==> src/rtl/pg_pkg.sv <==
package pg_pkg;
  localparam int unsigned DW    = 16;
  localparam int unsigned AW    = 2 * DW;
  localparam int unsigned IDX_W = 4;

  typedef enum logic [1:0] {
    ACC_ABS  = 2'd0,
    ACC_ZP   = 2'd1,
    ACC_PUSH = 2'd2,
    ACC_PULL = 2'd3
  } acc_e;

  localparam int unsigned ZP_IDX = 0;
  localparam int unsigned SB_IDX = 1;
endpackage

==> src/rtl/pg_spec_bank.sv <==
module pg_spec_bank
  import pg_pkg::*;
#(
  parameter int unsigned NUM_SPEC   = 2,
  parameter logic [DW-1:0] ZP_RST   = '0,
  parameter logic [DW-1:0] SB_RST   = DW'(1)
) (
  input  logic             clk_i,
  input  logic             rst_ni,
  input  logic             xchg_en_i,
  input  logic [IDX_W-1:0] xchg_idx_i,
  input  logic [DW-1:0]    xchg_wdata_i,
  output logic [DW-1:0]    xchg_rdata_o,
  output logic [DW-1:0]    zp_base_o,
  output logic [DW-1:0]    sb_base_o
);
  logic [NUM_SPEC-1:0][DW-1:0] regs;

  for (genvar g = 0; g < NUM_SPEC; g++) begin : g_reg
    localparam logic [DW-1:0] RST_V = (g == SB_IDX) ? SB_RST :
                                      (g == ZP_IDX) ? ZP_RST : '0;
    logic [DW-1:0] q;
    always_ff @(posedge clk_i or negedge rst_ni) begin
      if (!rst_ni)                                   q <= RST_V;
      else if (xchg_en_i && xchg_idx_i == IDX_W'(g)) q <= xchg_wdata_i;
    end
    assign regs[g] = q;
  end

  // unmapped indexes read zero
  always_comb begin
    xchg_rdata_o = '0;
    for (int i = 0; i < NUM_SPEC; i++)
      if (xchg_idx_i == IDX_W'(i)) xchg_rdata_o = regs[i];
  end

  assign zp_base_o = regs[ZP_IDX];
  assign sb_base_o = regs[SB_IDX];
endmodule

==> src/rtl/pg_stack_ptr.sv <==
module pg_stack_ptr
  import pg_pkg::*;
#(
  parameter logic [DW-1:0] SP_RST = '1
) (
  input  logic          clk_i,
  input  logic          rst_ni,
  input  logic          push_i,
  input  logic          pull_i,
  input  logic          ld_i,
  input  logic [DW-1:0] ld_val_i,
  output logic [DW-1:0] sp_o,
  output logic [DW-1:0] ofs_o
);
  logic [DW-1:0] sp_q, sp_inc, sp_dec;

  assign sp_inc = sp_q + DW'(1);  // wraps in DW bits
  assign sp_dec = sp_q - DW'(1);

  always_ff @(posedge clk_i or negedge rst_ni) begin
    if (!rst_ni)     sp_q <= SP_RST;
    else if (ld_i)   sp_q <= ld_val_i;
    else if (push_i) sp_q <= sp_dec;
    else if (pull_i) sp_q <= sp_inc;
  end

  // push: post-decrement, pull: pre-increment
  assign ofs_o = pull_i ? sp_inc : sp_q;
  assign sp_o  = sp_q;
endmodule

==> src/rtl/pg_addr_mux.sv <==
module pg_addr_mux
  import pg_pkg::*;
(
  input  acc_e          acc_type_i,
  input  logic [AW-1:0] abs_addr_i,
  input  logic [DW-1:0] offset_i,
  input  logic [DW-1:0] sp_ofs_i,
  input  logic [DW-1:0] zp_base_i,
  input  logic [DW-1:0] sb_base_i,
  output logic [AW-1:0] addr_o
);
  always_comb begin
    unique case (acc_type_i)
      ACC_ZP:            addr_o = {zp_base_i, offset_i};
      ACC_PUSH, ACC_PULL: addr_o = {sb_base_i, sp_ofs_i};
      default:           addr_o = abs_addr_i;
    endcase
  end
endmodule

==> src/rtl/reloc_page_agu.sv <==
module reloc_page_agu
  import pg_pkg::*;
#(
  parameter int unsigned NUM_SPEC = 2,
  parameter logic [DW-1:0] SP_RST = '1
) (
  input  logic             clk_i,
  input  logic             rst_ni,
  input  logic             acc_valid_i,
  input  logic [1:0]       acc_type_i,
  input  logic [DW-1:0]    offset_i,
  input  logic [AW-1:0]    abs_addr_i,
  input  logic             sp_wr_i,
  input  logic [DW-1:0]    sp_wdata_i,
  output logic [DW-1:0]    sp_o,
  input  logic             xchg_en_i,
  input  logic [IDX_W-1:0] xchg_idx_i,
  input  logic [DW-1:0]    xchg_wdata_i,
  output logic [DW-1:0]    xchg_rdata_o,
  output logic [AW-1:0]    addr_o,
  output logic             addr_valid_o
);
  acc_e          acc_type;
  logic [DW-1:0] zp_base, sb_base, sp_ofs;
  logic          push, pull;

  assign acc_type = acc_e'(acc_type_i);
  assign push     = acc_valid_i && (acc_type == ACC_PUSH);
  assign pull     = acc_valid_i && (acc_type == ACC_PULL);

  pg_spec_bank #(.NUM_SPEC(NUM_SPEC)) u_bank (
    .clk_i, .rst_ni, .xchg_en_i, .xchg_idx_i, .xchg_wdata_i, .xchg_rdata_o,
    .zp_base_o(zp_base), .sb_base_o(sb_base)
  );

  pg_stack_ptr #(.SP_RST(SP_RST)) u_sp (
    .clk_i, .rst_ni, .push_i(push), .pull_i(pull),
    .ld_i(sp_wr_i), .ld_val_i(sp_wdata_i), .sp_o, .ofs_o(sp_ofs)
  );

  pg_addr_mux u_mux (
    .acc_type_i(acc_type), .abs_addr_i, .offset_i, .sp_ofs_i(sp_ofs),
    .zp_base_i(zp_base), .sb_base_i(sb_base), .addr_o
  );

  assign addr_valid_o = acc_valid_i;
endmodule

==> config.mk <==
export PLATFORM = sky130hd
export DESIGN_NAME = reloc_page_agu
export DESIGN_NICKNAME = d
export VERILOG_FILES = /design/src/rtl/pg_pkg.sv /design/src/rtl/pg_spec_bank.sv /design/src/rtl/pg_stack_ptr.sv /design/src/rtl/pg_addr_mux.sv /design/src/rtl/reloc_page_agu.sv
export SDC_FILE = /design/constraint.sdc
export NUM_CORES = 1
export LEC_CHECK = 0
export ABC_AREA = 1
export CAP_MARGIN = 5
export CELL_PAD_IN_SITES_DETAIL_PLACEMENT = 1
export CELL_PAD_IN_SITES_GLOBAL_PLACEMENT = 2
export CORE_MARGIN = 2
export CORE_UTILIZATION = 21
export DETAILED_ROUTE_END_ITERATION = 10
export PLACE_DENSITY = 0.81
export SYNTH_ARGS = -nofsm -noshare
export SYNTH_HDL_FRONTEND = slang
export SYNTH_SLANG_ARGS = --single-unit
==> constraint.sdc <==
create_clock -name clk_i -period 2.1 [get_ports clk_i]
set_clock_uncertainty 0.15 [all_clocks]
set_input_delay 0.315 -clock clk_i [delete_from_list [all_inputs] [get_ports clk_i]]
set_output_delay 0.315 -clock clk_i [all_outputs]
set_load 0.005 [all_outputs]
# Yosys cells after proc, flatten, opt, wreduce, memory -nomap -nowiden
# Index checks and enable logic that the tools add are counted.
# totals
register_bits	48
inputBits	91
wordCells	21
# classes
add_sub_neg	2
n_eq_ne	4
mux	6
reduce_logical	6
# op_table
op	n
$mux W16	5
$pmux W32 S2	1
$add A16 B1 Y16 const B	1
$sub A16 B1 Y16 const B	1
$eq A2 B2 Y1 const B	2
$eq A4 B1 Y1 const B	1
$logic_and A1 B1 Y1	4
$logic_not A4 Y1	1
$eq A2 B1 Y1 const B	1
$reduce_or A2 Y1	1

# Logic depth before layout (Yosys ltp)
# depth
ltp_word	5
ltp_mapped	12
depth_no_buf	11

# By module
# A second synthesis with hierarchy kept.
# hier_totals
hier_cells	616
hier_area_um2	3982.6
# modules_own_cells
module	instances	cells_each	area_per_inst_um2
pg_spec_bank	1	201	1646.6
pg_stack_ptr	1	266	1597.8
pg_addr_mux	1	144	715.7
reloc_page_agu	1	5	22.5

# Least setup slack after synthesis
# Ideal clock, no wire load.
# synth_timing
path_type	register to output
startpoint	reg u_sp.sp_q[3] (netlist: u_sp.sp_o[3])
endpoint	out addr_o[11]
arrival_time_ns	1.435
path_slack_ns	0.200
path_stages_with_launch	10
path_cell_list	dfstp_2 -> buf_2 -> nand2_1 -> nor2_1 -> inv_1 -> nor2_8 -> nand2_1 -> nand2_1 -> nand2_1 -> o211ai_1
# synth_between
elab_chain_len	3
# synth_lines
element	line_no	rtl
from (decl)	pg_stack_ptr.sv:15	logic [DW-1:0] sp_q, sp_inc, sp_dec;
from (signal assigned)	pg_stack_ptr.sv:22	else if (ld_i) sp_q <= ld_val_i;
from (signal assigned)	pg_stack_ptr.sv:23	else if (push_i) sp_q <= sp_dec;
from (signal assigned)	pg_stack_ptr.sv:24	else if (pull_i) sp_q <= sp_inc;
$add A16 B1 Y16	pg_stack_ptr.sv:17	assign sp_inc = sp_q + DW'(1);
$mux W16	pg_stack_ptr.sv:28	assign ofs_o = pull_i ? sp_inc : sp_q;
$pmux W32 S2	pg_addr_mux.sv:13	unique case (acc_type_i)
to (decl)	reloc_page_agu.sv:20	output logic [AW-1:0] addr_o,
# Every way passes these cells.

# Final worst setup path
# layout_timing
startpoint	reg u_sp.sp_q[0] (netlist: u_sp.sp_o[0])
endpoint	reg u_sp.sp_q[12] (netlist: u_sp.sp_o[12])
# layout_between
elab_chain_len	4
word_cells_on_any_way	5
# layout_lines
element	line_no
$add A16 B1 Y16	pg_stack_ptr.sv:17
$mux W16	--
$mux W16 *	pg_stack_ptr.sv:23
$mux W16 *	pg_stack_ptr.sv:22
# Mark *: on every way between the ends. The rest lies on a longest branch, timed or not.
# A chain may end at the register's enable or synchronous reset.

==> impl_metrics.env <==
export IMPL_status="finished with violations"
export IMPL_violations="negative setup slack"
export IMPL_synthArstFlopShare=1.00
export IMPL_viasPerCell=4.63
export IMPL_clkSlewWorstSetupHoldPaths_ps=70
export IMPL_worstPathRequired_ps=2200
export IMPL_r2r_end="u_sp.sp_o[12]$_DFF_PN1_"
export IMPL_leakage_nw=3.21
export IMPL_cts_max_path_buffers=2
export IMPL_worst_pin_slew_ps=535
export IMPL_vias=4789
export IMPL_routabilityCongestion=0.904
export IMPL_fin_util=0.411
export IMPL_wire_per_inst_um=18.5
export IMPL_maxCapViolCount=0
export IMPL_drt_initial_drc_count=192
export IMPL_synth_compound_area_frac=0.177
export IMPL_finalSetupViolCount=19
export IMPL_start_util=0.214
export IMPL_regArea_sq_um=1220
export IMPL_synth_warning_count=0
export IMPL_synth_area_leaders="dfrtp_1, nand2_1, dfstp_2"
export IMPL_maxSlewHeadroom=0.643
export IMPL_final_cell_mix="nand2_1, clkdlybuf4s50_1, buf_4"
export IMPL_drive_above_1_share=0.327
export IMPL_wl_um=19100
export IMPL_io_buffers=155
export IMPL_synth_xor_area_share=0.0172
export IMPL_period_needed_ps=2520
export IMPL_ant_nets=0
export IMPL_irDropWorstVdd_mv=0.305
export IMPL_cts_tree="done"
export IMPL_finalHoldViolCount=0
export IMPL_core_sq_um=16600
export IMPL_synth_flop_cell="dfrtp_1"
export IMPL_grt_pass1_wl_um=28800
export IMPL_route_detailed_drc=0
export IMPL_fillers=2027
export IMPL_place_hpwl_um=13300
export IMPL_rsz0062_at_grt="yes"
export IMPL_synth_fa_ha_area_frac=0.00704
export IMPL_syn_inst=548
export IMPL_max_freq_ghz=0.396
export IMPL_synth_area_sq_um=3560
export IMPL_synth_edf_count=0
export IMPL_die_x_um=134
export IMPL_nets=906
export IMPL_crit_type="reg -> reg"
export IMPL_syn_num_nets=641
export IMPL_multi_input_area_sq_um=2350
export IMPL_synth_top_area_cell="dfrtp_1"
export IMPL_synth_distinct_cells=38
export IMPL_antennaDiodeCount=0
export IMPL_worst_slack_ps=-423
export IMPL_synth_top_family_by_area="simple AND/OR/NAND/NOR gates"
export IMPL_grt_pass1_vias=5280
export IMPL_postCtsHoldBufs=0
export IMPL_layout_commonest_cell="nand2_1"
export IMPL_timing_rr_start="u_sp.sp_o[0]$_DFF_PN1_"
export IMPL_synth_simple_area_share=0.353
export IMPL_r2r_slack_ps=-420
export IMPL_synth_mux_area_frac=0
export IMPL_holdCritPathClass="in -> async"
export IMPL_grt_util_all_layers=0.209
export IMPL_start_kind="flop"
export IMPL_ys_seq_area_frac=0.344
export IMPL_period_share=1.20
export IMPL_end_kind="flop"
export IMPL_clock_latency_ps=310
export IMPL_die_area_sq_um=18000
export IMPL_gr_total_overflow=0
export IMPL_die_y_um=134
export IMPL_ys_ff_latch=48
export IMPL_avgSynthCellArea_sq_um=6.49
export IMPL_grt_start_max_net_pins=19
export IMPL_antenna_found_initial=0
export IMPL_ios=156
export IMPL_reg2reg_depth=18
export IMPL_ctsRootBufferMaster="clkbuf_16"
export IMPL_cts_made_buffers=5
export IMPL_slew_violations=0
export IMPL_cts_htree_levels=2
export IMPL_p_per_area_nw_per_um2=524
export IMPL_firstDrtPassIters=4
export IMPL_crit_fanout=3
export IMPL_dp_slack_ps=-699
export IMPL_area_growth_pct=91.6
export IMPL_yosysTopAreaCellShare=0.218
export IMPL_cts_sinks=48
export IMPL_cp_arrival_ps=2630
export IMPL_setup_tns_final_ps=-5520
export IMPL_num_rows=47
[report_power, final]
part	internal [W]	switching, W
logic	0.000753	0.000730
registers	0.00111	0.000139
clock network	0.000441	0.000396
[metal layers]
layer,global-route usage,vias up,wire (um)
met5,0,-,0
met3,0.0559,28,1140
met1,0.236,2334,7690
met2,0.379,135,9870
li1,-,2292,-
met4,0.0713,0,418
[synthesized netlist by cell type (all sizes together) (3+ instances only)]
| cell | n |
|---|---|
| nor3 | 4 |
| nor2 | 45 |
| o221ai | 3 |
| inv | 68 |
| nand4 | 4 |
| dfrtp | 31 |
| dfstp | 17 |
| o21ai | 73 |
| xor2 | 6 |
| nand2 | 191 |
| a22oi | 12 |
| buf | 9 |
| a21oi | 8 |
| clkbuf | 15 |
| o22ai | 3 |
| o211ai | 6 |
| nand3 | 44 |
[logic make-up (layout without fill, tap and decap cells)]
logic type / after synthesis / after routing
xor+xnor: 7 / 7
buf+inv: 93 / 359
fa+ha+maj: 2 / 2
simple gates: 288 / 288
compound gates: 110 / 110
flops: 48 / 48
[through the flow]
| stage | area, sq um | instances | hold WS, ps | power, W |
|---|---|---|---|---|
| after floorplan | 3560 | 548 | -131 | 0.00172 |
| after global placement | 5870 | 971 | 318 | 0.00251 |
| after detailed placement | 5870 | 971 | 328 | 0.00255 |
| after CTS | 6520 | 1024 | 180 | 0.00346 |
| after global routing | 6810 | 1034 | 198 | 0.00378 |
| final | 6810 | 1034 | 170 | 0.00357 |
[worst max-delay path by stage]
stage,endpoint,from,slack (ps),cells past startpoint
floorplan,addr_o[11],u_sp.sp_o[3]$_DFF_PN1_,200,9
global placement,addr_o[8],acc_valid_i,-630,8
detailed placement,addr_o[13],acc_type_i[1],-700,12
CTS,addr_o[8],u_sp.sp_o[1]$_DFF_PN1_,-410,9
global route,u_sp.sp_o[12]$_DFF_PN1_,u_sp.sp_o[0]$_DFF_PN1_,-500,18
finish,u_sp.sp_o[12]$_DFF_PN1_,u_sp.sp_o[0]$_DFF_PN1_,-420,18
[area by class of cell]
class                           count  share of cell area
Tap cell                          220              0.0404
Multi-Input combinational cell    407               0.344
Inverter                           69              0.0398
Clock buffer                        6              0.0189
Sequential cell                    48               0.179
Timing Repair Buffer              282               0.375
Clock inverter                      2             0.00184
[state kept, by name, summed over array words and instances (netlist names)]
register	flops
u_bank.zp_base_o	16
u_sp.sp_o	16
u_bank.sb_base_o	16
[critical path, stage by stage (launching register included)]
cell     delay (ps)
dfstp_2         580
ha_4            170
nand3_4          70
nor2_4          160
nand4_1         110
nand2_1         110
buf_4           110
buf_4           100
buf_4           100
buf_4           100
buf_6            90
buf_6            90
buf_6            90
buf_6            80
buf_6            90
nand3_4          80
nand2_2          60
nand2_1          50
nand2_1          60
[what timing repair did]
item / in CTS / in global routing
gates cloned: 2 / 0
pin swaps: 46 / 41
resized for setup: 208 / 79
endpoints found under the setup margin: 48 / 43
setup buffers: 46 / 15
Power figures use the tool's default switching activity.
